[src/rtl/lpm_pkg.sv]
package lpm_pkg;
  localparam int CODE_W = 3;

  localparam logic [CODE_W-1:0] CODE_L0  = 3'b000;
  localparam logic [CODE_W-1:0] CODE_L1  = 3'b010;
  localparam logic [CODE_W-1:0] CODE_L2  = 3'b011;
  localparam logic [CODE_W-1:0] CODE_L3  = 3'b100;

  typedef enum logic [2:0] {
    ST_L0    = 3'd0,
    ST_L1    = 3'd1,
    ST_ACK   = 3'd2,
    ST_WAIT  = 3'd3,
    ST_ENTER = 3'd4,
    ST_L23   = 3'd5
  } lseq_state_t;
endpackage

[src/rtl/lpm_exit_merge.sv]
module lpm_exit_merge #(
  parameter int NUM_FUNC     = 8,
  parameter int NUM_HOST_EVT = 3
) (
  input  logic                    all_d3_i,
  input  logic                    xfer_pend_i,
  input  logic [NUM_HOST_EVT-1:0] host_evt_i,
  input  logic [NUM_FUNC-1:0]     wake_req_i,
  output logic                    leave_l1_o
);
  logic any_host;
  logic any_wake;

  assign any_host   = |host_evt_i;
  assign any_wake   = |wake_req_i;
  assign leave_l1_o = !all_d3_i || any_host || any_wake || xfer_pend_i;
endmodule

[src/rtl/lpm_seq_fsm.sv]
module lpm_seq_fsm
  import lpm_pkg::*;
(
  input  logic        clk,
  input  logic        rst_n,
  input  logic        all_d3_i,
  input  logic        turnoff_rx_i,
  input  logic        l23_ready_i,
  input  logic        leave_l1_i,
  output lseq_state_t state_o,
  output logic        ack_tx_o,
  output logic        enter_l23_o
);
  lseq_state_t state_q, state_d;

  always_comb begin
    state_d = state_q;
    unique case (state_q)
      ST_L0: begin
        if (turnoff_rx_i)  state_d = ST_ACK;
        else if (all_d3_i) state_d = ST_L1;
      end
      ST_L1: begin
        if (turnoff_rx_i)    state_d = ST_ACK;
        else if (leave_l1_i) state_d = ST_L0;
      end
      ST_ACK:   state_d = ST_WAIT;
      ST_WAIT:  if (l23_ready_i) state_d = ST_ENTER;
      ST_ENTER: state_d = ST_L23;
      ST_L23:   state_d = ST_L23;
      default:  state_d = ST_L0;
    endcase
  end

  always_ff @(posedge clk) begin
    if (!rst_n) state_q <= ST_L0;
    else        state_q <= state_d;
  end

  assign state_o     = state_q;
  assign ack_tx_o    = (state_q == ST_ACK);
  assign enter_l23_o = (state_q == ST_ENTER);
endmodule

[src/rtl/lpm_code_enc.sv]
module lpm_code_enc
  import lpm_pkg::*;
#(
  parameter bit AUX_PRESENT = 1'b0
) (
  input  lseq_state_t       state_i,
  output logic [CODE_W-1:0] code_o
);
  logic [CODE_W-1:0] park_code;

  generate
    if (AUX_PRESENT) begin : g_aux
      assign park_code = CODE_L2;
    end else begin : g_noaux
      assign park_code = CODE_L3;
    end
  endgenerate

  always_comb begin
    unique case (state_i)
      ST_L1:   code_o = CODE_L1;
      ST_L23:  code_o = park_code;
      default: code_o = CODE_L0;
    endcase
  end
endmodule

[src/rtl/lpm_link_seq.sv]
module lpm_link_seq
  import lpm_pkg::*;
#(
  parameter int NUM_FUNC     = 8,
  parameter int NUM_HOST_EVT = 3,
  parameter bit AUX_PRESENT  = 1'b0
) (
  input  logic                    clk,
  input  logic                    rst_n,
  input  logic                    all_d3_i,
  input  logic                    turnoff_rx_i,
  input  logic                    l23_ready_i,
  input  logic                    xfer_pend_i,
  input  logic [NUM_HOST_EVT-1:0] host_evt_i,
  input  logic [NUM_FUNC-1:0]     wake_req_i,
  output logic [2:0]              link_state_o,
  output logic                    ack_tx_o,
  output logic                    enter_l23_o
);
  localparam logic [CODE_W-1:0] PARK_CODE = AUX_PRESENT ? CODE_L2 : CODE_L3;

  logic        leave_l1;
  lseq_state_t st_w;

  lpm_exit_merge #(
    .NUM_FUNC    (NUM_FUNC),
    .NUM_HOST_EVT(NUM_HOST_EVT)
  ) u_merge (
    .all_d3_i   (all_d3_i),
    .xfer_pend_i(xfer_pend_i),
    .host_evt_i (host_evt_i),
    .wake_req_i (wake_req_i),
    .leave_l1_o (leave_l1)
  );

  lpm_seq_fsm u_fsm (
    .clk         (clk),
    .rst_n       (rst_n),
    .all_d3_i    (all_d3_i),
    .turnoff_rx_i(turnoff_rx_i),
    .l23_ready_i (l23_ready_i),
    .leave_l1_i  (leave_l1),
    .state_o     (st_w),
    .ack_tx_o    (ack_tx_o),
    .enter_l23_o (enter_l23_o)
  );

  lpm_code_enc #(
    .AUX_PRESENT(AUX_PRESENT)
  ) u_enc (
    .state_i(st_w),
    .code_o (link_state_o)
  );
endmodule

[config.mk]
export PLATFORM = sky130hd
export DESIGN_NAME = lpm_link_seq
export DESIGN_NICKNAME = d
export VERILOG_FILES = /design/src/rtl/lpm_pkg.sv /design/src/rtl/lpm_exit_merge.sv /design/src/rtl/lpm_seq_fsm.sv /design/src/rtl/lpm_code_enc.sv /design/src/rtl/lpm_link_seq.sv
export SDC_FILE = /design/constraint.sdc
export NUM_CORES = 1
export LEC_CHECK = 0
export CORE_AREA = 3 3 40 42
export CTS_CLUSTER_DIAMETER = 40
export CTS_CLUSTER_SIZE = 30
export DETAILED_ROUTE_END_ITERATION = 8
export DIE_AREA = 0 0 43 45
export PLACE_DENSITY = 0.51
export SYNTH_ARGS = -nofsm -noshare
export SYNTH_HDL_FRONTEND = slang
export SYNTH_HIERARCHICAL = 1
export SYNTH_SLANG_ARGS = --single-unit
[constraint.sdc]
create_clock -name clk -period 4.2 [get_ports clk]
set_clock_uncertainty 0.2 [all_clocks]
set_input_delay 0.84 -clock clk [delete_from_list [all_inputs] [get_ports clk]]
set_output_delay 0.84 -clock clk [all_outputs]
set_load 0.005 [all_outputs]
# After elaboration in Yosys (flattened, before gate mapping)
# Index checks and enable logic that the tools add are counted.
# op_classes
n_eq_ne,8
mux,7
n_reduce_logical,9
# op_table
op,n
two-way mux 3 bit,5
one-hot mux 3 bit (5 select lines),1
OR reduction 8 bit,1
"== test 3 x 2 -> 1 bit, second input constant",2
"== test 3 bit, second input constant",2
"inequality test 3 bit, second input constant",2
one-hot mux 3 bit (2 select lines),1
"== test 3 x 1 -> 1 bit, second input constant",1
logical NOT 3 bit,1
logical OR 1 bit,3
AND reduction 3 bit,1
OR reduction 3 bit,1
"inequality test 2 bit, second input constant",1
OR reduction 2 bit,1
logical NOT 1 bit,1
# totals
ff_bits,3
input_bits,17
out_inout_bits,5
elab_cells,25

# Longest topological paths before layout
# Gate-level depths: netlist of run 1.
# depth
word_depth,7
ltp_mapped,5
ltp_nobuf,5

# Hierarchy
# Netlist of run 1, hierarchy kept.
# modules_own_cells
module,n_inst,cells_per_inst,area_per_inst_um2,seq_area_each_um2
lpm_seq_fsm,1,21,188.9,60.1
lpm_exit_merge,1,5,42.5,0.0
lpm_code_enc,1,4,32.5,0.0

# Worst setup path before layout of run 1
# Ideal clock, no wire load.
# synth_path
path_type,input to register
from,input wake_req_i[2]
to,"register u_fsm.state_q[0], in the netlist u_fsm/state_o[0]"
setup_time_ns,0.070
arrival_time_ns,1.465
required_ns,3.930
setup_slack_ns,2.465
path_stages,5
path_buffers,0
path_cell_list,nor4_2 -> nand4_1 -> mux2i_1 -> nand2_1 -> a21oi_1
# synth_via
elab_chain_cells,5
# synth_lines
item,line,rtl
start: declaration,lpm_link_seq.sv:15,"input logic [NUM_FUNC-1:0] wake_req_i,"
OR reduction 8 bit,lpm_exit_merge.sv:15,assign any_wake = |wake_req_i;
logical OR 1 bit (2 in series),lpm_exit_merge.sv:16,assign leave_l1_o = !all_d3_i || any_host || any_wake || xfer_pend_i;
named net leave_l1,lpm_link_seq.sv:22,logic leave_l1;
inequality test 3 bit (no line),n/a,
AND reduction 3 bit (no line),n/a,
end signal: assignment,lpm_seq_fsm.sv:37,else state_q <= state_d;
end: declaration,lpm_seq_fsm.sv:14,"lseq_state_t state_q, state_d;"
# The timed path passes the listed nets, and every way through them passes these cells.
# A chain may end at the register's enable or synchronous reset.

# Worst setup path after layout of run 1
# layout_path
from,"register u_fsm.state_q[2], in the netlist u_fsm/state_o[2]"
to,output enter_l23_o
# layout_via
elab_chain_cells,1
# layout_lines
item,line,rtl
== test 3 bit,lpm_seq_fsm.sv:42,assign enter_l23_o = (state_q == ST_ENTER);
end: declaration,lpm_link_seq.sv:18,output logic enter_l23_o
# Every way passes these cells.

==> results.py, run 1 <==
metrics = {
    "clock_network": {
        "cts_inserted_buffers": 3,
        "cts-htree-levels": 1,
        "cts_resized": 0,
        "cts_setup_buffers": 0,
        "clockBufferDepth": 2,
        "path_clk_slew_ns": 0.04,
        "cts_tree": "built",
        "cts-hold-fix-buffers": 0,
        "clkLatencyLatePin_ns": 0.23,
        "ctsRootBufferMaster": "clkbuf_4",
        "clkSinkCount": 3,
    },
    "power_and_ir_drop": {
        "leakage_nw": 0.1700,
        "power_density_mw_per_mm2": 246.4,
        "power_uw": 119.0,
        "peakVddDrop_mv": 0.1036,
    },
    "floorplan": {
        "die-area_mm2": 0.001935,
        "io-pin-count": 22,
        "die_width_um": 43,
        "core_mm2": 0.001285,
        "die_y_um": 45,
        "row_count": 13,
        "initial_core_util_pct": 20.55,
    },
    "placement": {
        "post_dp_cell_area_um2": 456.7,
        "dpl.hpwl_um": 557,
        "gp_congestion": 0.7204,
        "port_buffers": 20,
    },
    "drt": {
        "wirelength_um": 652,
        "viasPerCell": 4.561,
        "drtPass1Iterations": 2,
        "routed.top_layer": "met3",
        "dr_wl_met2_um": 309,
        "initialDrtViolationCount": 2,
        "wl_met3_um": 76,
        "post_drt_wl_per_cell_um": 9.879,
        "drt-met1-wl_um": 266,
        "drc": 0,
        "vias": 301,
        "ant_nets": 0,
    },
    "run_status": {
        "status": "completed",
    },
    "critical_path": {
        "path_max_fanout": 10,
        "worstSetupStartpointType": "flop",
        "cpMaxStageDelayCell": "clkdlybuf4s50_1",
        "endpoint_kind": "primary output",
        "crit_chain": "nor3b_1 > clkdlybuf4s50_1",
        "path_class": "reg2out",
        "cp.required_ns": 3.16,
        "crit_arrival_ns": 1.46,
        "cp_slowest_stage_delay_ns": 0.53,
    },
    "synth": {
        "seq_area_frac_synth_pct": 22.75,
        "synth_edf_count": 0,
        "syn_avg_cell_area_um2": 8.800,
        "synth_top_area_share_pct": 22.75,
        "yosysMostFrequentCell": "dfxtp_1",
        "synth_area_um2": 264.0,
        "synthArstFlopShare_pct": 0,
        "synth_area_leaders": "dfxtp_1 (23%), mux2i_1 (7.6%), buf_4 (5.7%), nor3b_1 (5.7%), nor4b_2 (5.7%)",
        "synth_top_area_cell": "dfxtp_1",
        "ys_ff_latch": 3,
        "ys.flop_type": "dfxtp_1",
        "syn_inst": 30,
        "synth_fp_nets": 47,
        "yosysWarnings": 6,
        "synth_cell_types": 23,
    },
    "layout": {
        "largest_reg_flops": 3,
        "final_util_pct": 37.59,
        "drive_above_1_share_pct": 11.76,
        "final_nets": 69,
        "area_growth_pct": 82.94,
        "antenna_cells_inserted": 0,
        "design_area_um2": 483.0,
    },
    "sta": {
        "finalCritPeriodShare_pct": 59.61,
        "rsz0062_at_grt": "no",
        "fin_setup_tns_ns": 0,
        "drv_slew": 0,
        "finalCriticalPeriod_ns": 2.504,
        "hold_viol": 0,
        "final-setup-viol-count": 0,
        "clock.fmax_ghz": 0.3994,
    },
    "global_routing": {
        "grt-ovfl-total": 0,
        "grt_pass1_wl_um": 1097,
        "grt_pass1_vias": 283,
        "grt_use_total_pct": 7.737,
        "antenna_found_initial": 0,
        "grt_start_max_net_pins": 11,
    },
    "worst_hold_path": {
        "worst_hold_path_type": "reg2reg",
    },
    "run": {
        "maxCapViolCount": 0,
    },
}
[per-stage QoR]
step	std cells	worst slack, ns	hold WS [ns]
finish	66	1.696	0.4041
global route	66	1.567	0.4425
CTS	66	1.679	0.4091
detailed placement	62	1.881	0.4009
global placement	62	1.891	0.4041
floorplan	30	2.465	0.3425
[layout make-up]
class | instances | area [um^2]
Clock buffer | 4 | 26.28
Fill cell | 130 | 802.0
Multi-Input combinational cell | 24 | 177.7
Sequential cell | 3 | 60.06
Tap cell | 15 | 18.77
Timing Repair Buffer | 20 | 200.2
[kinds of logic (layout without fill, tap and decap cells)]
logic type	count (synthesis)	count (layout)	share of synthesized area, %
AO/OA/AOI/OAI	5	5	11.37
multiplexers	2	2	7.583
buffers and inverters	3	24	9.951
flip-flops	3	3	22.75
AND/OR/NAND/NOR	16	16	46.92
other	1	1	1.420
[power by group]
group          switching, mW  total (mW)  leakage (nW)  internal (mW)
registers            0.00568      0.0367        0.0248         0.0311
clock network         0.0140      0.0496        0.0150         0.0355
logic                0.00850      0.0327         0.130         0.0242
[layer usage]
metal / GRT usage (%) / up-vias
met3: 4.781 / 0
met2: 11.68 / 21
met4: 5.422 / 0
met1: 7.933 / 127
met5: 0 / -
li1: - / 153
[worst paths after layout]
check	endpoint	slack, ns	cells past startpoint	startpoint
worst max-delay path	enter_l23_o	1.70	2	u_fsm/state_o[2]
worst min register to register	u_fsm/state_o[2]	0.40	2	u_fsm/state_o[2]
worst max register to register	u_fsm/state_o[0]	2.76	3	u_fsm/state_o[1]
worst min-delay path	u_fsm/state_o[2]	0.40	2	u_fsm/state_o[2]
[worst max-delay path: cells and delay by family, from the launching register on]
| family | cells | cell delay (ns) |
|---|---|---|
| buf+inv | 1 | 0.53 |
| flops | 1 | 0.47 |
| simple gates | 1 | 0.23 |
[placed cells by master, fill, tap and decap left out, drive strengths merged]
cell type / Yosys / routed
nand3: 1 / 1
mux2i: 2 / 2
nor4bb: 1 / 1
or4: 1 / 1
nor2: 2 / 2
o21ai: 1 / 1
clkbuf: 0 / 4
a21boi: 1 / 1
clkdlybuf4s50: 0 / 20
nor4: 1 / 1
nand2: 1 / 1
o21bai: 1 / 1
nand4b: 1 / 1
and3b: 1 / 1
a21oi: 2 / 2
conb: 1 / 1
nand4: 1 / 1
nor3: 1 / 1
nor3b: 3 / 3
dfxtp: 3 / 3
nor4b: 1 / 1
nand2b: 1 / 1
(Power assumes the default switching activity.)
==> inputs of run 2 (changes only) <==
PLACE_DENSITY = 0.53   (was 0.51)
clock period = 2.1 ns   (was 4.2 ns; I/O delays follow)
==> results.py, run 2 (synthesized netlist as in run 1, its figures left out) <==
metrics = {
    "power_and_ir_drop": {
        "p_clk_share_pct": 42.7,
        "power_density_mw_per_mm2": 504.1,
        "leakage_nw": 0.1710,
        "peakVddDrop_mv": 0.1269,
        "power_uw": 245.3,
        "p_switching_uw": 62.35,
        "p_comb_share_pct": 26.6,
        "power_frac_seq_pct": 30.8,
        "p_int_uw": 183.0,
        "switching_share_pct": 25.41,
    },
    "critical_path": {
        "cp-endpoint": "ack_tx_o",
        "path_class": "reg2out",
        "cp.required_ns": 1.48,
        "r2r_end": "u_fsm/state_o[0]",
        "crit_family": "buffers and inverters",
        "path_max_fanout": 10,
        "crit_arrival_ns": 1.37,
        "cpMaxStageDelayCell": "clkdlybuf4s50_1",
        "endpoint_kind": "primary output",
        "crit_chain": "nor3b_1 > clkdlybuf4s50_1",
        "critPathLaunch": "u_fsm/state_o[1]",
        "worstSetupStartpointType": "flop",
        "rr_worst_depth": 3,
        "worstReg2RegStart": "u_fsm/state_o[1]",
        "cp.buffers_inverters": 1,
        "worst-path-stages": 2,
        "regToRegSetupSlack_ns": 0.70,
        "cp_slowest_stage_delay_ns": 0.52,
    },
    "sta": {
        "clock.fmax_ghz": 0.5028,
        "final-setup-viol-count": 0,
        "hold_viol": 0,
        "finalCritPeriodShare_pct": 94.70,
        "rsz0062_at_grt": "no",
        "fin_setup_tns_ns": 0,
        "finalCriticalPeriod_ns": 1.989,
        "worst_slack_ns": 0.1112,
        "drv_slew": 0,
    },
    "clock_network": {
        "cts_tree": "built",
        "clockBufferDepth": 2,
        "cts-hold-fix-buffers": 0,
        "cts_inserted_buffers": 3,
        "ctsRootBufferMaster": "clkbuf_4",
        "path_clk_slew_ns": 0.04,
        "clkSinkCount": 3,
        "clkLatencyLatePin_ns": 0.24,
        "cts-htree-levels": 1,
    },
    "drt": {
        "initialDrtViolationCount": 6,
        "viasPerCell": 4.500,
        "drtPass1Iterations": 2,
        "vias": 297,
        "ant_nets": 0,
        "drc": 0,
        "wirelength_um": 688,
        "post_drt_wl_per_cell_um": 10.42,
    },
    "placement": {
        "dp_slack_ns": 0.2411,
        "gp_congestion": 0.6705,
        "port_buffers": 20,
        "dpl.hpwl_um": 513.8,
        "dp_cells": 62,
    },
    "floorplan": {
        "row_count": 13,
        "die_y_um": 45,
        "die_width_um": 43,
        "io-pin-count": 22,
        "initial_core_util_pct": 20.55,
        "die-area_mm2": 0.001935,
        "core_mm2": 0.001285,
    },
    "layout": {
        "area_growth_pct": 84.36,
        "final_cell_mix": "clkdlybuf4s50_1 (20), clkbuf_4 (3), dfxtp_2 (3)",
        "n_fill_cell": 133,
        "drive_above_1_share_pct": 17.65,
        "largest_reg_flops": 3,
        "layout_commonest_cell": "clkdlybuf4s50_1",
        "final_nets": 69,
        "antenna_cells_inserted": 0,
        "stdcell_count": 66,
    },
    "run_status": {
        "status": "completed",
    },
    "run": {
        "maxCapViolCount": 0,
    },
    "global_routing": {
        "grt-ovfl-total": 0,
        "antenna_found_initial": 0,
        "grt_start_max_net_pins": 11,
        "grt_use_total_pct": 7.321,
        "grt_pass1_vias": 272,
        "grt_pass1_wl_um": 1035,
    },
    "worst_hold_path": {
        "worst_hold_path_type": "reg2reg",
    },
}
## run 2: what timing repair did
item                                    in CTS  in global routing
endpoints found under the setup margin       1                  2
resized for setup                            1                  2
buffers inserted                             0                  0
## run 2: final cells by class
cell class	count	area (um^2)	area share, %
Multi-Input combinational cell	24	177.7	36.50
Tap cell	15	18.77	3.856
Timing Repair Buffer	20	200.2	41.13
Clock buffer	4	26.28	5.398
Sequential cell	3	63.81	13.11
## run 2: layer usage
layer	up-vias	part of all wire, %	wire [um]	GRT usage, %
li1	152	-	-	-
met1	126	43	295	8.654
met2	19	46	318	11.38
met3	0	11	74	0.7968
met4	0	0	0	7.229
met5	-	0	0	0
## run 2: worst min-delay path by stage
stage / startpoint / endpoint / slack (ns) / cells past startpoint
2_1_floorplan: u_fsm/state_o[2] / u_fsm/state_o[2] / 0.34 / 2
3_3_place_gp: u_fsm/state_o[2] / u_fsm/state_o[2] / 0.41 / 2
3_5_place_dp: u_fsm/state_o[2] / u_fsm/state_o[2] / 0.40 / 2
4_1_cts: u_fsm/state_o[0] / u_fsm/state_o[2] / 0.39 / 2
5_1_grt: u_fsm/state_o[2] / u_fsm/state_o[1] / 0.35 / 1
6_report: u_fsm/state_o[2] / u_fsm/state_o[1] / 0.33 / 1
## run 2: per-stage QoR
| step | hold WS (ns) | cell area, um^2 | util, % |
|---|---|---|---|
| 2_1_floorplan | 0.3425 | 264.0 | - |
| 3_3_place_gp | 0.4056 | 456.7 | 35.54 |
| 3_5_place_dp | 0.3994 | 456.7 | 35.54 |
| 4_1_cts | 0.3941 | 484.2 | 37.68 |
| 5_1_grt | 0.3547 | 486.7 | 37.88 |
| 6_report | 0.3317 | 486.7 | 37.88 |
## run 2: power by group through the flow
stage | registers (mW) | clock network (mW) | logic (mW)
after floorplan | 0.0664 | 0 | 0.0356
after global placement | 0.0744 | 0 | 0.0656
after detailed placement | 0.0748 | 0 | 0.0653
after CTS | 0.0743 | 0.109 | 0.0655
after global routing | 0.0758 | 0.112 | 0.0712
final | 0.0755 | 0.105 | 0.0652
